===== config.mk =====
export PLATFORM = sky130hd
export DESIGN_NAME = vmode_mgr
export DESIGN_NICKNAME = d
export VERILOG_FILES = /design/src/rtl/vmode_pkg.sv /design/src/rtl/vmode_fsm.sv /design/src/rtl/vmode_access.sv /design/src/rtl/vmode_status.sv /design/src/rtl/vmode_mgr.sv
export SDC_FILE = /design/constraint.sdc
export NUM_CORES = 1
export LEC_CHECK = 0
export BUFFER_PORTS_ARGS = -buffer_cell sky130_fd_sc_hd__buf_2
export CAP_MARGIN = 20
export CORE_AREA = 2 2 39 41
export DETAILED_ROUTE_END_ITERATION = 8
export DIE_AREA = 0 0 41 43
export HOLD_SLACK_MARGIN = 0.03
export PLACE_DENSITY = 0.52
export SYNTH_ARGS = -nofsm -noshare
export SYNTH_HDL_FRONTEND = slang
export SYNTH_SLANG_ARGS = --single-unit

===== constraint.sdc =====
create_clock -name clk -period 2.2 [get_ports clk]
set_clock_uncertainty 0.15 [all_clocks]
set_input_delay 0.33 -clock clk [delete_from_list [all_inputs] [get_ports clk]]
set_output_delay 0.33 -clock clk [all_outputs]
set_load 0.005 [all_outputs]

===== src/rtl/vmode_pkg.sv =====
package vmode_pkg;

  typedef enum logic [1:0] {
    MODE_BUS   = 2'd0,
    MODE_AVS   = 2'd1,
    MODE_START = 2'd2
  } vmode_e;

  // Mode chosen from the stored bits on a power-on event.
  function automatic vmode_e por_mode(input logic en, input logic st);
    if (!en)     return MODE_BUS;
    else if (st) return MODE_START;
    else         return MODE_AVS;
  endfunction

  // Runtime move driven by the live startup bit; bus mode never moves.
  function automatic vmode_e live_mode(input vmode_e cur, input logic live);
    case (cur)
      MODE_AVS:   return live ? MODE_START : MODE_AVS;
      MODE_START: return live ? MODE_START : MODE_AVS;
      default:    return MODE_BUS;
    endcase
  endfunction

  function automatic logic avs_active(input vmode_e m);
    return (m == MODE_AVS) || (m == MODE_START);
  endfunction

endpackage


===== src/rtl/vmode_fsm.sv =====
module vmode_fsm
  import vmode_pkg::*;
(
  input  logic   clk,
  input  logic   rst_n,
  input  logic   por_strobe,
  input  logic   nv_enable,
  input  logic   nv_startup,
  input  logic   live_startup,
  output vmode_e mode_q
);

  vmode_e mode_d;
  logic   enter_start_ev;
  logic   leave_start_ev;

  assign enter_start_ev = !por_strobe && (mode_q == MODE_AVS) && live_startup;
  assign leave_start_ev = !por_strobe && (mode_q == MODE_START) && !live_startup;

  always_comb begin
    if (por_strobe) mode_d = por_mode(nv_enable, nv_startup);
    else            mode_d = live_mode(mode_q, live_startup);
  end

  always_ff @(posedge clk or negedge rst_n) begin
    if (!rst_n) mode_q <= MODE_BUS;
    else        mode_q <= mode_d;
  end

  a_r5_bus_holds: assert property (@(posedge clk) disable iff (!rst_n)
    (mode_q == MODE_BUS && !por_strobe) |=> (mode_q == MODE_BUS));
  a_r2_por_disabled: assert property (@(posedge clk) disable iff (!rst_n)
    (por_strobe && !nv_enable) |=> (mode_q == MODE_BUS));
  a_r4_enter_start: assert property (@(posedge clk) disable iff (!rst_n)
    enter_start_ev |=> (mode_q == MODE_START));
  a_r4_leave_start: assert property (@(posedge clk) disable iff (!rst_n)
    leave_start_ev |=> (mode_q == MODE_AVS));

endmodule


===== src/rtl/vmode_access.sv =====
module vmode_access
  import vmode_pkg::*;
#(
  parameter int                CODE_W        = 8,
  parameter logic [CODE_W-1:0] AVS_REG_BASE  = 8'hE9,
  parameter int                AVS_REG_COUNT = 4,
  parameter int                SETPOINT_OFS  = 1,
  parameter logic [CODE_W-1:0] NACK_BASE     = 8'hD4,
  parameter int                NACK_COUNT    = 3
)(
  input  logic              clk,
  input  logic              rst_n,
  input  vmode_e            mode,
  input  logic              wr_req,
  input  logic              rd_req,
  input  logic [CODE_W-1:0] cmd_code,
  input  logic              avs_cmd_valid,
  output logic              wr_accept,
  output logic              wr_reject,
  output logic              nack,
  output logic              avs_cmd_accept
);

  localparam logic [CODE_W-1:0] SETPOINT_CODE = AVS_REG_BASE + CODE_W'(SETPOINT_OFS);

  logic [AVS_REG_COUNT-1:0] prot_hit;
  logic [NACK_COUNT-1:0]    nack_hit;
  logic                     prot_any;
  logic                     nack_any;
  logic                     setpoint_open;
  logic                     in_avs;

  for (genvar g = 0; g < AVS_REG_COUNT; g++) begin : g_prot
    localparam logic [CODE_W-1:0] THIS_CODE = AVS_REG_BASE + CODE_W'(g);
    assign prot_hit[g] = (cmd_code == THIS_CODE);
  end

  for (genvar g = 0; g < NACK_COUNT; g++) begin : g_nack
    localparam logic [CODE_W-1:0] THIS_CODE = NACK_BASE + CODE_W'(g);
    assign nack_hit[g] = (cmd_code == THIS_CODE);
  end

  assign prot_any      = |prot_hit;
  assign nack_any      = |nack_hit;
  assign in_avs        = avs_active(mode);
  assign setpoint_open = (mode == MODE_START) && (cmd_code == SETPOINT_CODE);

  always_comb begin
    nack           = in_avs && nack_any && (wr_req || rd_req);
    wr_reject      = wr_req && in_avs && prot_any && !setpoint_open && !nack;
    wr_accept      = wr_req && !wr_reject && !nack;
    avs_cmd_accept = avs_cmd_valid && (mode == MODE_AVS);
  end

  a_r6_exclusive: assert property (@(posedge clk) disable iff (!rst_n)
    !(wr_accept && wr_reject));
  a_r8_bus_no_nack: assert property (@(posedge clk) disable iff (!rst_n)
    (mode == MODE_BUS) |-> !nack);
  a_r7_setpoint_open: assert property (@(posedge clk) disable iff (!rst_n)
    (mode == MODE_START && wr_req && cmd_code == SETPOINT_CODE) |-> wr_accept);
  a_r11_start_ignores: assert property (@(posedge clk) disable iff (!rst_n)
    (mode == MODE_START) |-> !avs_cmd_accept);

endmodule


===== src/rtl/vmode_status.sv =====
module vmode_status (
  input  logic clk,
  input  logic rst_n,
  input  logic set_ev,
  input  logic clr_status,
  output logic cml_other,
  output logic alert
);

  logic flag_q;

  always_ff @(posedge clk or negedge rst_n) begin
    if (!rst_n)          flag_q <= 1'b0;
    else if (set_ev)     flag_q <= 1'b1;
    else if (clr_status) flag_q <= 1'b0;
  end

  assign cml_other = flag_q;
  assign alert     = flag_q;

  a_r9_set_after_reject: assert property (@(posedge clk) disable iff (!rst_n)
    set_ev |=> cml_other);
  a_r9_sticky: assert property (@(posedge clk) disable iff (!rst_n)
    (cml_other && !clr_status) |=> cml_other);
  a_r10_cleared: assert property (@(posedge clk) disable iff (!rst_n)
    (clr_status && !set_ev) |=> !cml_other);

endmodule


===== src/rtl/vmode_mgr.sv =====
module vmode_mgr
  import vmode_pkg::*;
#(
  parameter int                CODE_W        = 8,
  parameter logic [CODE_W-1:0] AVS_REG_BASE  = 8'hE9,
  parameter int                AVS_REG_COUNT = 4,
  parameter int                SETPOINT_OFS  = 1,
  parameter logic [CODE_W-1:0] NACK_BASE     = 8'hD4,
  parameter int                NACK_COUNT    = 3
)(
  input  logic              clk,
  input  logic              rst_n,
  input  logic              por_strobe,
  input  logic              nv_enable,
  input  logic              nv_startup,
  input  logic              live_startup,
  input  logic              wr_req,
  input  logic              rd_req,
  input  logic [CODE_W-1:0] cmd_code,
  input  logic              avs_cmd_valid,
  input  logic              clr_status,
  output logic [1:0]        mode,
  output logic              wr_accept,
  output logic              wr_reject,
  output logic              nack,
  output logic              avs_cmd_accept,
  output logic              cml_other,
  output logic              alert
);

  vmode_e mode_cur;
  logic   reject_ev;

  vmode_fsm u_fsm (
    .clk          (clk),
    .rst_n        (rst_n),
    .por_strobe   (por_strobe),
    .nv_enable    (nv_enable),
    .nv_startup   (nv_startup),
    .live_startup (live_startup),
    .mode_q       (mode_cur)
  );

  vmode_access #(
    .CODE_W        (CODE_W),
    .AVS_REG_BASE  (AVS_REG_BASE),
    .AVS_REG_COUNT (AVS_REG_COUNT),
    .SETPOINT_OFS  (SETPOINT_OFS),
    .NACK_BASE     (NACK_BASE),
    .NACK_COUNT    (NACK_COUNT)
  ) u_access (
    .clk            (clk),
    .rst_n          (rst_n),
    .mode           (mode_cur),
    .wr_req         (wr_req),
    .rd_req         (rd_req),
    .cmd_code       (cmd_code),
    .avs_cmd_valid  (avs_cmd_valid),
    .wr_accept      (wr_accept),
    .wr_reject      (reject_ev),
    .nack           (nack),
    .avs_cmd_accept (avs_cmd_accept)
  );

  vmode_status u_status (
    .clk        (clk),
    .rst_n      (rst_n),
    .set_ev     (reject_ev),
    .clr_status (clr_status),
    .cml_other  (cml_other),
    .alert      (alert)
  );

  assign mode      = mode_cur;
  assign wr_reject = reject_ev;

  a_r1_legal_mode: assert property (@(posedge clk) disable iff (!rst_n)
    mode != 2'd3);
  a_r3_no_por_no_bus_exit: assert property (@(posedge clk) disable iff (!rst_n)
    (!por_strobe && mode != 2'd0) |=> (mode != 2'd0));

endmodule


==> metrics.txt <==
WHS=134 ps; CP max-delay cell=dfrtp_1; Die Width=41 um; Compound-Gate Fraction of Synth Area=17.3%; share of cells above drive strength 1=47.5%; synthesized flop and latch total=3; largest net degree at the start of global routing=5; Detailed Route Iter0 Violations=1; Gate Count Post-Synth=30; # IOs=26; DR pass1 iterations=2; clock sinks=3; die area=0.00176 mm^2; Finished Layout Cells=75; Multi-input gate area=149 um^2; period utilisation layout=93.0%; design area=420 um^2; Final Hold Viols=0; mapped cell area=246 um^2; hpwl dp=542 um; Routed Antenna Nets=0; Synth Flop Type=dfrtp_1; Clk Latency, worst-skew pair=230 ps; max cap viols=0; RSZ-0062 raised after global routing=no; Final min period=2050 ps; crit-path max cell delay=350 ps; Post-synth EDFFs=0; post-synthesis mux area share=0%; placed cell area=384 um^2; post-synthesis simple-gate area fraction=33.0%; largest family of logic cells by synthesized area=simple AND/OR/NAND/NOR gates; clk buf depth=2; clock share of power=46.7%; Least-Margin Pin Slew=236 ps; Hold Crit Endpoint=u_fsm.mode_q[0]; row count=14; total global-route track usage=8.05%; CP required=1720 ps; Syn. warnings=0; placed cells=70; Wirelength per Cell=8.52 um; vias in the first global route=268; status=complete, no violations; Yosys top cell by area=dfrtp_1; ANT cells=0; first-pass GRT wire length=938 um; XOR/XNOR share of the synthesized area=0%; Synth-to-Final Area Change=70.6%; final setup TNS=0 ps; switching power=0.0521 mW; logic gate share of total power=23.7%; Relative slew margins=84.1%; worst flop-to-flop path startpoint=u_fsm.mode_q[0]; Final #Nets=80; reg2reg setup slack=850 ps; fill count=152; vias=308; crit path cell chain=inv_1 -> ha_1 -> nand3b_1 -> a22o_1 -> buf_2; Leak Pwr=0.231 nW; Post-Route WL=639 um; Crit Path Category=reg2out; Arr. time, crit path=1570 ps; post-synthesis async set-or-reset flop share=100%; top cell type's share of synthesized area=30.5%; sequential fraction of the synthesis area=30.5%; Power Dens Cells=492 mW/mm^2; initial core utilization=17.8%; GP Congestion=0.597; Core ar.=0.00138 mm^2; Seq pwr share=29.6%; Clk pin slew, worst setup/hold paths=40 ps; sequential cell area=75.1 um^2; Net Sw Frac=25.2%; die height=43 um; post-synth cell types=19; grt total ovfl=0; largest cells by area after synthesis=dfrtp_1 (30%), ha_1 (10%), inv_1 (6.1%), nand3b_1 (6.1%), nor2_1 (6.1%); drt drc=0; Syn Nets=50; worst hold path class=in2reg; Port-buffer cells=25; reg2reg path depth=4; Post-CTS Resized=0; TritonCTS Buffers=3; internal power=0.155 mW; initial antenna violation count=0; CP endpoint kind=output pin; Slew Viols, Final=0; hold_sp=live_startup; post-DR vias/cell=4.11; largest fanout on the critical path=4; kind of start point of the critical path=flip-flop; Synth Area in Adders=10.2%; post-synthesis average cell area=8.22 um^2; most frequent cells after synthesis=inv_1 (4), nor2_1 (4), dfrtp_1 (3); CTS tree=built; reg-to-reg endpoint=u_status.alert; clk root buf=clkbuf_4; H-Tree Depth=1; peak supply drop=0.163 mV; Setup violations, final=0; Fmax=489 MHz; Hold Path Depth=2
## layer usage
layer	part of all wire (%)	GRT usage (%)
met4	0	8.00
met5	0	0
met1	42	8.74
met3	9.2	1.57
met2	49	11.9
## state kept, by name, indices dropped and copies added (netlist names)
register	cells
u_fsm.mode_q	2
u_status.alert	1
## kinds of logic after synthesis
family	count (synthesis)
AND/OR/NAND/NOR	14
AO/OA/AOI/OAI	6
buffers and inverters	5
flip-flops	3
adder cells (fa/ha/maj)	2
## through the flow
stage	util [%]	setup slack (ps)	total power, mW
floorplan	-	551	0.0821
global placement	27.8	431	0.110
detailed placement	27.8	392	0.110
CTS	30.4	136	0.213
global route	30.4	89.7	0.223
finish	30.4	154	0.207
## how the worst max path moves through the flow
stage / from / end / slack [ps] / cells after the start
2_1_floorplan: u_fsm.mode_q[0] / wr_accept / 550 / 4
6_report: u_fsm.mode_q[0] / wr_accept / 150 / 5
5_1_grt: u_fsm.mode_q[0] / wr_accept / 90 / 5
3_3_place_gp: u_fsm.mode_q[0] / wr_accept / 430 / 5
4_1_cts: u_fsm.mode_q[0] / wr_accept / 140 / 5
3_5_place_dp: u_fsm.mode_q[0] / wr_accept / 390 / 5
## critical path, delay by kind of cell, from the launching register on
family | cells | cell delay (ps)
buffers and inverters | 2 | 170
and+or+nand+nor | 1 | 230
AOI/OAI and AO/OA | 1 | 260
adders and majority gates | 1 | 320
DFF | 1 | 350
## what timing repair did
| item | CTS | global route |
|---|---|---|
| hold buffers | 1 | 0 |
| endpoints found under the hold margin | 3 | 0 |
| setup buffers | 0 | 0 |
## placed cells by master (no fill, tap or decap), drive strengths merged, types with 2 or more instances in the layout
cell / n
and2: 2
buf: 25
dfrtp: 3
nand3b: 2
ha: 2
nor2: 4
clkbuf: 4
inv: 4
## area by class of cell
type                    count  area share (%)
multi-input cells          22            35.4
repair buffers             26            32.1
flip-flops and latches      3            17.9
clock buffers               4            6.25
well taps                  16            4.76
inverters                   4            3.57
## power by group through the flow
stage,clock network [mW],registers [mW],logic [mW]
detailed placement,0,0.0619,0.0483
floorplan,0,0.0624,0.0197
CTS,0.102,0.0612,0.0501
global route,0.106,0.0617,0.0559
global placement,0,0.0617,0.0484
finish,0.0965,0.0612,0.0491
(Power assumes the default switching activity.)
